[config.mk]
export PLATFORM = sky130hd
export DESIGN_NAME = serial_cfg_streamer
export DESIGN_NICKNAME = d
export VERILOG_FILES = /design/src/rtl/scs_pkg.sv /design/src/rtl/scs_por.sv /design/src/rtl/scs_mode.sv /design/src/rtl/scs_cursor.sv /design/src/rtl/serial_cfg_streamer.sv
export SDC_FILE = /design/constraint.sdc
export NUM_CORES = 1
export LEC_CHECK = 0
export ABC_AREA = 0
export BUFFER_PORTS_ARGS = -buffer_cell sky130_fd_sc_hd__buf_2
export CORE_AREA = 2 2 94 96
export DETAILED_ROUTE_END_ITERATION = 10
export DIE_AREA = 0 0 96 98
export SLEW_MARGIN = 20
export SYNTH_ARGS = -nofsm -noshare
export SYNTH_HDL_FRONTEND = slang
export SYNTH_SLANG_ARGS = --single-unit
[constraint.sdc]
create_clock -name clk -period 3.96 [get_ports clk]
set_input_delay 0.594 -clock clk [delete_from_list [all_inputs] [get_ports clk]]
set_output_delay 0.594 -clock clk [all_outputs]
set_load 0.005 [all_outputs]
[src/rtl/scs_pkg.sv]
// Shared types for the serial configuration streamer.
// Assumes one clock domain, the serial clock, with updates on its falling edge.
package scs_pkg;

    // Operating mode, listed in priority order (the first match wins).
    typedef enum logic [2:0] {
        M_INIT,
        M_PROG,
        M_RESET,
        M_DONE,
        M_STANDBY,
        M_STREAM
    } scs_mode_e;

    // Chain reset is active when the pin equals the configured active level.
    function automatic logic chain_rst_active(input logic pin, input logic pol_high);
        return pin == pol_high;
    endfunction

endpackage

[src/rtl/scs_por.sv]
// Power-on sequencer: holds ready low for INIT_CYCLES falling edges after rst_n.
// Assumes INIT_CYCLES >= 2 so the first word can be loaded while ready is low.
module scs_por #(
    parameter int INIT_CYCLES = 16
) (
    input  logic clk,
    input  logic rst_n,
    output logic ready
);
    localparam int CW = $clog2(INIT_CYCLES + 1);

    logic [CW-1:0] cnt;

    // Count the initialisation interval, then raise ready for good.
    always_ff @(negedge clk) begin
        if (!rst_n) begin
            cnt   <= '0;
            ready <= 1'b0;
        end else if (!ready) begin
            if (cnt == CW'(INIT_CYCLES - 1)) ready <= 1'b1;
            else                             cnt   <= cnt + 1'b1;
        end
    end

    // once raised, ready never drops without a power-on reset.
    assert_ready_sticky_R1: assert property (@(negedge clk) disable iff (!rst_n)
        ready |=> ready);

endmodule

[src/rtl/scs_mode.sv]
// Mode decoder and pin driver: picks the operating mode from the inputs and the
// finished flag, then drives data, output enable and the chain output.
// Assumes inputs are stable around the falling edge.
module scs_mode
    import scs_pkg::*;
(
    input  logic      clk,
    input  logic      rst_n,
    input  logic      ready,
    input  logic      prog_n,
    input  logic      chain_rst,
    input  logic      rst_pol_high,
    input  logic      en_n,
    input  logic      done,
    input  logic      shift_msb,
    output scs_mode_e mode,
    output logic      data_out,
    output logic      data_oe,
    output logic      chain_out_n
);
    // Priority decode of the operating mode.
    always_comb begin
        if (!ready)                                      mode = M_INIT;
        else if (!prog_n)                                mode = M_PROG;
        else if (chain_rst_active(chain_rst, rst_pol_high)) mode = M_RESET;
        else if (done)                                   mode = M_DONE;
        else if (en_n)                                   mode = M_STANDBY;
        else                                             mode = M_STREAM;
    end

    // Pin drive: data only while streaming, chain handoff only when finished.
    always_comb begin
        data_oe     = (mode == M_STREAM);
        data_out    = data_oe ? shift_msb : 1'b0;
        chain_out_n = (mode != M_DONE);
    end

    // the pins stay quiet until initialisation ends.
    assert_init_quiet_R1: assert property (@(negedge clk) disable iff (!rst_n)
        !ready |-> (!data_oe && chain_out_n));

    // programming mode never drives the data pin or the chain output.
    assert_prog_quiet_R7: assert property (@(negedge clk) disable iff (!rst_n)
        !prog_n |-> (!data_oe && chain_out_n));

endmodule

[src/rtl/scs_cursor.sv]
// Position and shift datapath: word index, bit index, one-word shift register
// and the finished flag. Requests word+1 while the current word is shifting.
// Assumes the read port returns data one falling edge after the address.
module scs_cursor
    import scs_pkg::*;
#(
    parameter int WORD_W      = 32,
    parameter int DEPTH_WORDS = 131072
) (
    input  logic              clk,
    input  logic              rst_n,
    input  scs_mode_e         mode,
    input  logic [WORD_W-1:0] mem_rdata,
    output logic [$clog2(DEPTH_WORDS)-1:0] mem_addr,
    output logic              shift_msb,
    output logic              done
);
    localparam int AW = $clog2(DEPTH_WORDS);
    localparam int BW = $clog2(WORD_W);
    localparam logic [AW-1:0] LAST_WORD = AW'(DEPTH_WORDS - 1);
    localparam logic [BW-1:0] LAST_BIT  = BW'(WORD_W - 1);

    logic [AW-1:0]     word_idx;
    logic [BW-1:0]     bit_idx;
    logic [WORD_W-1:0] shreg;

    // Advance, reload or hold the read position according to the mode.
    always_ff @(negedge clk) begin
        if (!rst_n) begin
            word_idx <= '0;
            bit_idx  <= '0;
            shreg    <= '0;
            done     <= 1'b0;
        end else begin
            case (mode)
                M_INIT, M_RESET: begin
                    word_idx <= '0;
                    bit_idx  <= '0;
                    done     <= 1'b0;
                    shreg    <= mem_rdata;
                end
                M_STREAM: begin
                    if (bit_idx == LAST_BIT) begin
                        if (word_idx == LAST_WORD) begin
                            done <= 1'b1;
                        end else begin
                            word_idx <= word_idx + 1'b1;
                            bit_idx  <= '0;
                            shreg    <= mem_rdata;
                        end
                    end else begin
                        bit_idx <= bit_idx + 1'b1;
                        shreg   <= {shreg[WORD_W-2:0], 1'b0};
                    end
                end
                default: ;
            endcase
        end
    end

    // Address the first word during reload, otherwise prefetch the next word.
    always_comb begin
        if (mode == M_INIT || mode == M_RESET) mem_addr = '0;
        else                                   mem_addr = word_idx + 1'b1;
        shift_msb = shreg[WORD_W-1];
    end

    // an active reset returns to the first bit and clears the finished state.
    assert_reset_home_R2: assert property (@(negedge clk) disable iff (!rst_n)
        (mode == M_RESET) |=> (word_idx == '0 && bit_idx == '0 && !done));

    // standby freezes the position and the shift register.
    assert_standby_hold_R3: assert property (@(negedge clk) disable iff (!rst_n)
        (mode == M_STANDBY) |=> ($stable(word_idx) && $stable(bit_idx) && $stable(shreg)));

    // inside a word, each streaming edge moves exactly one bit on.
    assert_bit_step_R5: assert property (@(negedge clk) disable iff (!rst_n)
        (mode == M_STREAM && bit_idx != LAST_BIT) |=> (bit_idx == $past(bit_idx) + 1'b1));

    // the finished state persists until a reset clears it.
    assert_done_sticky_R6: assert property (@(negedge clk) disable iff (!rst_n)
        (done && mode != M_RESET && mode != M_INIT) |=> done);

    // programming mode keeps the position untouched.
    assert_prog_hold_R7: assert property (@(negedge clk) disable iff (!rst_n)
        (mode == M_PROG) |=> ($stable(word_idx) && $stable(bit_idx) && $stable(done)));

endmodule

[src/rtl/serial_cfg_streamer.sv]
// Top level of the cascadable serial configuration streamer: power-on
// sequencer, mode decoder and position datapath, all on the falling edge.
// Assumes an external synchronous word memory with one edge of read latency.
module serial_cfg_streamer
    import scs_pkg::*;
#(
    parameter int WORD_W      = 32,
    parameter int DEPTH_WORDS = 131072,
    parameter int INIT_CYCLES = 16,
    localparam int AW         = $clog2(DEPTH_WORDS)
) (
    input  logic              clk,
    input  logic              rst_n,
    input  logic              prog_n,
    input  logic              chain_rst,
    input  logic              rst_pol_high,
    input  logic              en_n,
    output logic [AW-1:0]     mem_addr,
    input  logic [WORD_W-1:0] mem_rdata,
    output logic              data_out,
    output logic              data_oe,
    output logic              chain_out_n,
    output logic              ready
);
    scs_mode_e mode;
    logic      done;
    logic      shift_msb;

    scs_por #(.INIT_CYCLES(INIT_CYCLES)) u_por (
        .clk   (clk),
        .rst_n (rst_n),
        .ready (ready)
    );

    scs_mode u_mode (
        .clk          (clk),
        .rst_n        (rst_n),
        .ready        (ready),
        .prog_n       (prog_n),
        .chain_rst    (chain_rst),
        .rst_pol_high (rst_pol_high),
        .en_n         (en_n),
        .done         (done),
        .shift_msb    (shift_msb),
        .mode         (mode),
        .data_out     (data_out),
        .data_oe      (data_oe),
        .chain_out_n  (chain_out_n)
    );

    scs_cursor #(.WORD_W(WORD_W), .DEPTH_WORDS(DEPTH_WORDS)) u_cursor (
        .clk       (clk),
        .rst_n     (rst_n),
        .mode      (mode),
        .mem_rdata (mem_rdata),
        .mem_addr  (mem_addr),
        .shift_msb (shift_msb),
        .done      (done)
    );

endmodule

==> After elaboration in Yosys (flattened, before gate mapping) <==
Cells that the tools add are included.
{ "word_totals": {"reg_bits": 61, "out_inout_bits": 21} }
{ "op_classes": {"mux": 21, "n_eq_ne": 11, "bitwise": 2, "reduce_logical": 8, "add_sub_neg": 3} }
{ "ops": {"columns": ["operator", "count"], "rows": [
  ["32-bit two-way mux", 2],
  ["32-bit one-hot mux with 2 select lines", 1],
  ["17-bit two-way mux", 3],
  ["17-bit one-hot mux with 2 select lines", 1],
  ["17-bit by 1-bit adder with 17-bit output (second input constant)", 1],
  ["17-bit equality test (second input constant)", 1],
  ["3-bit two-way mux", 4],
  ["5-bit by 1-bit adder with 5-bit output (second input constant)", 2],
  ["5-bit two-way mux", 2],
  ["5-bit one-hot mux with 2 select lines", 1],
  ["1-bit two-way mux", 6],
  ["3-bit AND reduction", 2],
  ["5-bit by 4-bit equality test with 1-bit output (second input constant)", 1],
  ["5-bit equality test (second input constant)", 1],
  ["2-bit by 1-bit != test with 1-bit output (second input constant)", 2],
  ["2-bit AND reduction", 2],
  ["3-bit by 2-bit equality test with 1-bit output (second input constant)", 1],
  ["3-bit equality test (second input constant)", 1],
  ["3-bit logical NOT", 1],
  ["3-bit by 2-bit != test with 1-bit output (second input constant)", 1],
  ["3-bit != test (second input constant)", 1],
  ["2-bit != test (second input constant)", 1],
  ["1-bit NOT", 2],
  ["1-bit one-hot mux with 2 select lines", 1],
  ["4 further kinds", 4]
]} }

==> Depth between registers and ports, before layout <==
{ "logic_depth": {"depth_word": 9, "ltp_mapped": 11} }

==> Cells and area by module <==
From an unflattened synthesis, not the netlist that was laid out.
{ "hier_totals": {"hier_cells": 413, "area_unflattened_um2": 3129.3} }
{ "by_module_without_submodules": {"columns": ["module", "area_each_um2", "cells_each", "seq_area_each_um2", "instances"], "rows": [
  ["scs_cursor", 2776.4, 375, 1101.1, 1],
  ["scs_por", 279.0, 27, 120.1, 1],
  ["scs_mode", 73.8, 11, 0.0, 1]
]} }

==> flow_metrics.tcl <==
set metrics [dict create \
    postLayoutCellArea_um2 4810 \
    report.final.slew_viol_count 0 \
    yosysUniqueCellTypes 43 \
    syn_inst 414 \
    cts.sinks 61 \
    synth_top_area_share_pct 38.1 \
    violations "negative setup slack" \
    avgRoutedWirePerCell_um 13.5 \
    grt_usage_pct 20.5 \
    firstDrtPassIters 4 \
    die_h_um 98 \
    place_congestion 0.861 \
    grt_pass1_vias 3608 \
    drtAntennaViolNets 0 \
    synth_fa_ha_area_share_pct 2.34 \
    cp_max_fo 4 \
    grt_overflow 0 \
    synth-compound-area-share_pct 23.4 \
    status "complete, but fails checks" \
    grt_pass1_wl_um 15800 \
    cp-start-kind "register" \
    htree_levels 3 \
    setup_slack_ns -0.461 \
    hold_viol_final 0 \
    dp_slack_ns -0.139 \
    ff2ff_setup_slack_ns 1.66 \
    port_buffers 58 \
    rsz0062_at_grt "true" \
    io_pins 59 \
    setup.worst_path.end_class "output port" \
    die_w_um 96 \
    syn_avg_cell_area_um2 7.75 \
    syn_to_final_growth_pct 50.0 \
    antenna_found_initial 0 \
    synthArstFlopShare_pct 0 \
    drive_above_1_share_pct 33.5 \
    antennaDiodeCount 0 \
    synth_simple_gate_area_share_pct 24.9 \
    powerDensity_nw_per_um2 327 \
    drv_cap 0 \
    synth_edf_count 0 \
    dpl_cell_area_um2 4050 \
    grt_max_degree 33 \
    ir_worst_vdd_mv 0.201 \
    synth_top_family_by_area "simple AND/OR/NAND/NOR gates" \
    clk_pin_slew_ns 0.03 \
    num_vias 3697 \
    synth_xor_area_share_pct 4.10 \
    ys.flop_type "dfxtp_1" \
    setup_violations 15 \
    clkLatencyLatePin_ns 0.39 \
    synth.yosys.seq_area_share_pct 38.1 \
    synth_mux_area_share_pct 1.56 \
    synth_top_area_cell "dfxtp_1" \
    num_rows 34 \
    wirelength_um 9460 \
    crit_required_ns 3.37 \
    drc 0 \
    core_um2 8470 \
    ys_top_cells_by_area "dfxtp_1, nand2_1, a311oi_1" \
    syn-cell-area_um2 3210 \
    fin_nets 630 \
    slew_headroom_pct 62.3 \
    yosys-top-cells-count "nand2_1, dfxtp_1, a21oi_1" \
    cts_tree "yes" \
    max-clock-path-buffers 2 \
    synth_warnings 0 \
    tightest_slew_ns 0.563 \
    cts-root-buf "clkbuf_8" \
    start_util_pct 37.9 \
    holdWs_ns 0.477 \
    tns_ns -3.68 \
    hold_path_class "reg -> reg" \
    numCtsBuffers 9 \
    ys_ff_latch 61 \
    skew_ns 0.0185 \
    syn_nets 458 \
    hpwl_um 6140 \
    p_leak_nw 2.23 \
    drt_iter0_drc 122 \
    die-area_um2 9410 \
    crit_type "reg -> out" \
    viasPerCell 5.29 \
    final_util_pct 56.8 \
    synthMostInstantiatedCell "nand2_1" \
    arrival_ns 3.83 \
]
## timing repair
action / CTS / global route
hold buffers: 0 / 0
setup endpoints to repair: 19 / 18
pin swaps: 15 / 10
cloned: 0 / 0
resized for setup: 31 / 24
setup buffers: 10 / 6
## placed cells by master, fill, tap and decap left out, types with 3 or more instances in the layout
cell,Yosys,layout
a21oi_1,47,44
a21oi_2,0,3
a22oi_1,4,4
a311oi_1,32,32
a31oi_1,3,3
and3_1,3,3
buf_12,0,5
buf_2,9,57
buf_4,1,68
buf_6,0,5
clkbuf_8,0,9
dfxtp_1,61,48
dfxtp_2,0,11
ha_1,6,5
inv_1,10,70
mux2i_1,5,5
nand2_1,78,75
nand3_1,16,14
nand4_1,8,8
nor2_1,23,20
nor3_1,9,5
nor3_4,0,3
o21ai_0,12,11
or3_1,11,9
or4_1,4,4
xnor2_1,9,7
xor2_1,6,4
## logic make-up (layout without fill, tap and decap cells)
logic type | after synthesis | after routing
flops | 61 | 61
mux | 5 | 5
fa+ha+maj | 6 | 6
xor+xnor | 15 | 15
simple gates | 169 | 169
buf+inv | 44 | 221
compound gates | 114 | 114
## worst paths after layout
path	from	to	depth (start not counted)
max	u_cursor.word_idx[1]	mem_addr[16]	7
min	u_cursor.shreg[7]	u_cursor.shreg[8]	2
max reg2reg	u_cursor.word_idx[1]	u_cursor.word_idx[5]	10
min reg2reg	u_cursor.shreg[7]	u_cursor.shreg[8]	2
## registers in the layout (all words and copies together) (netlist names)
register and flops:
u_cursor.bit_idx 5, u_por.cnt 5, u_cursor.word_idx 17, u_por.ready 1
u_cursor.done 1, u_cursor.shreg 32
## critical path, stage by stage (launching register included)
cell     delay, ns
dfxtp_2       0.34
ha_4          0.16
and4_1        0.19
nand4_1       0.12
nor2_1        0.15
ha_1          0.26
and2_4        0.15
buf_6         0.10
## per-layer routing
metal | part of all wire, % | up-vias | global-route usage, %
met3 | 6.5 | 13 | 6.48
met1 | 46 | 1725 | 27.0
li1 | - | 1851 | -
met2 | 46 | 108 | 30.5
met4 | 1.4 | 0 | 9.12
met5 | 0 | - | 0
## area by class of cell
class / instances / area [um2]
Multi-Input combinational cell: 309 / 2010
Fill cell: 772 / 3650
Clock inverter: 68 / 315
Timing Repair Buffer: 135 / 952
Sequential cell: 61 / 1240
Inverter: 9 / 33.8
Clock buffer: 9 / 124
Tap cell: 108 / 135
## through the flow
step / power [mW] / std cells
4_1_cts: 1.60 / 694
2_1_floorplan: 0.785 / 414
5_1_grt: 1.69 / 699
3_3_place_gp: 0.817 / 608
6_report: 1.57 / 699
3_5_place_dp: 0.819 / 608
## where the power goes
part / internal (mW) / switching (mW) / leakage [nW]
Combinational: 0.0323 / 0.0355 / 1.29
Sequential: 0.638 / 0.0114 / 0.508
Clock: 0.431 / 0.423 / 0.432
Note: power is estimated with default switching activity, not from simulation.
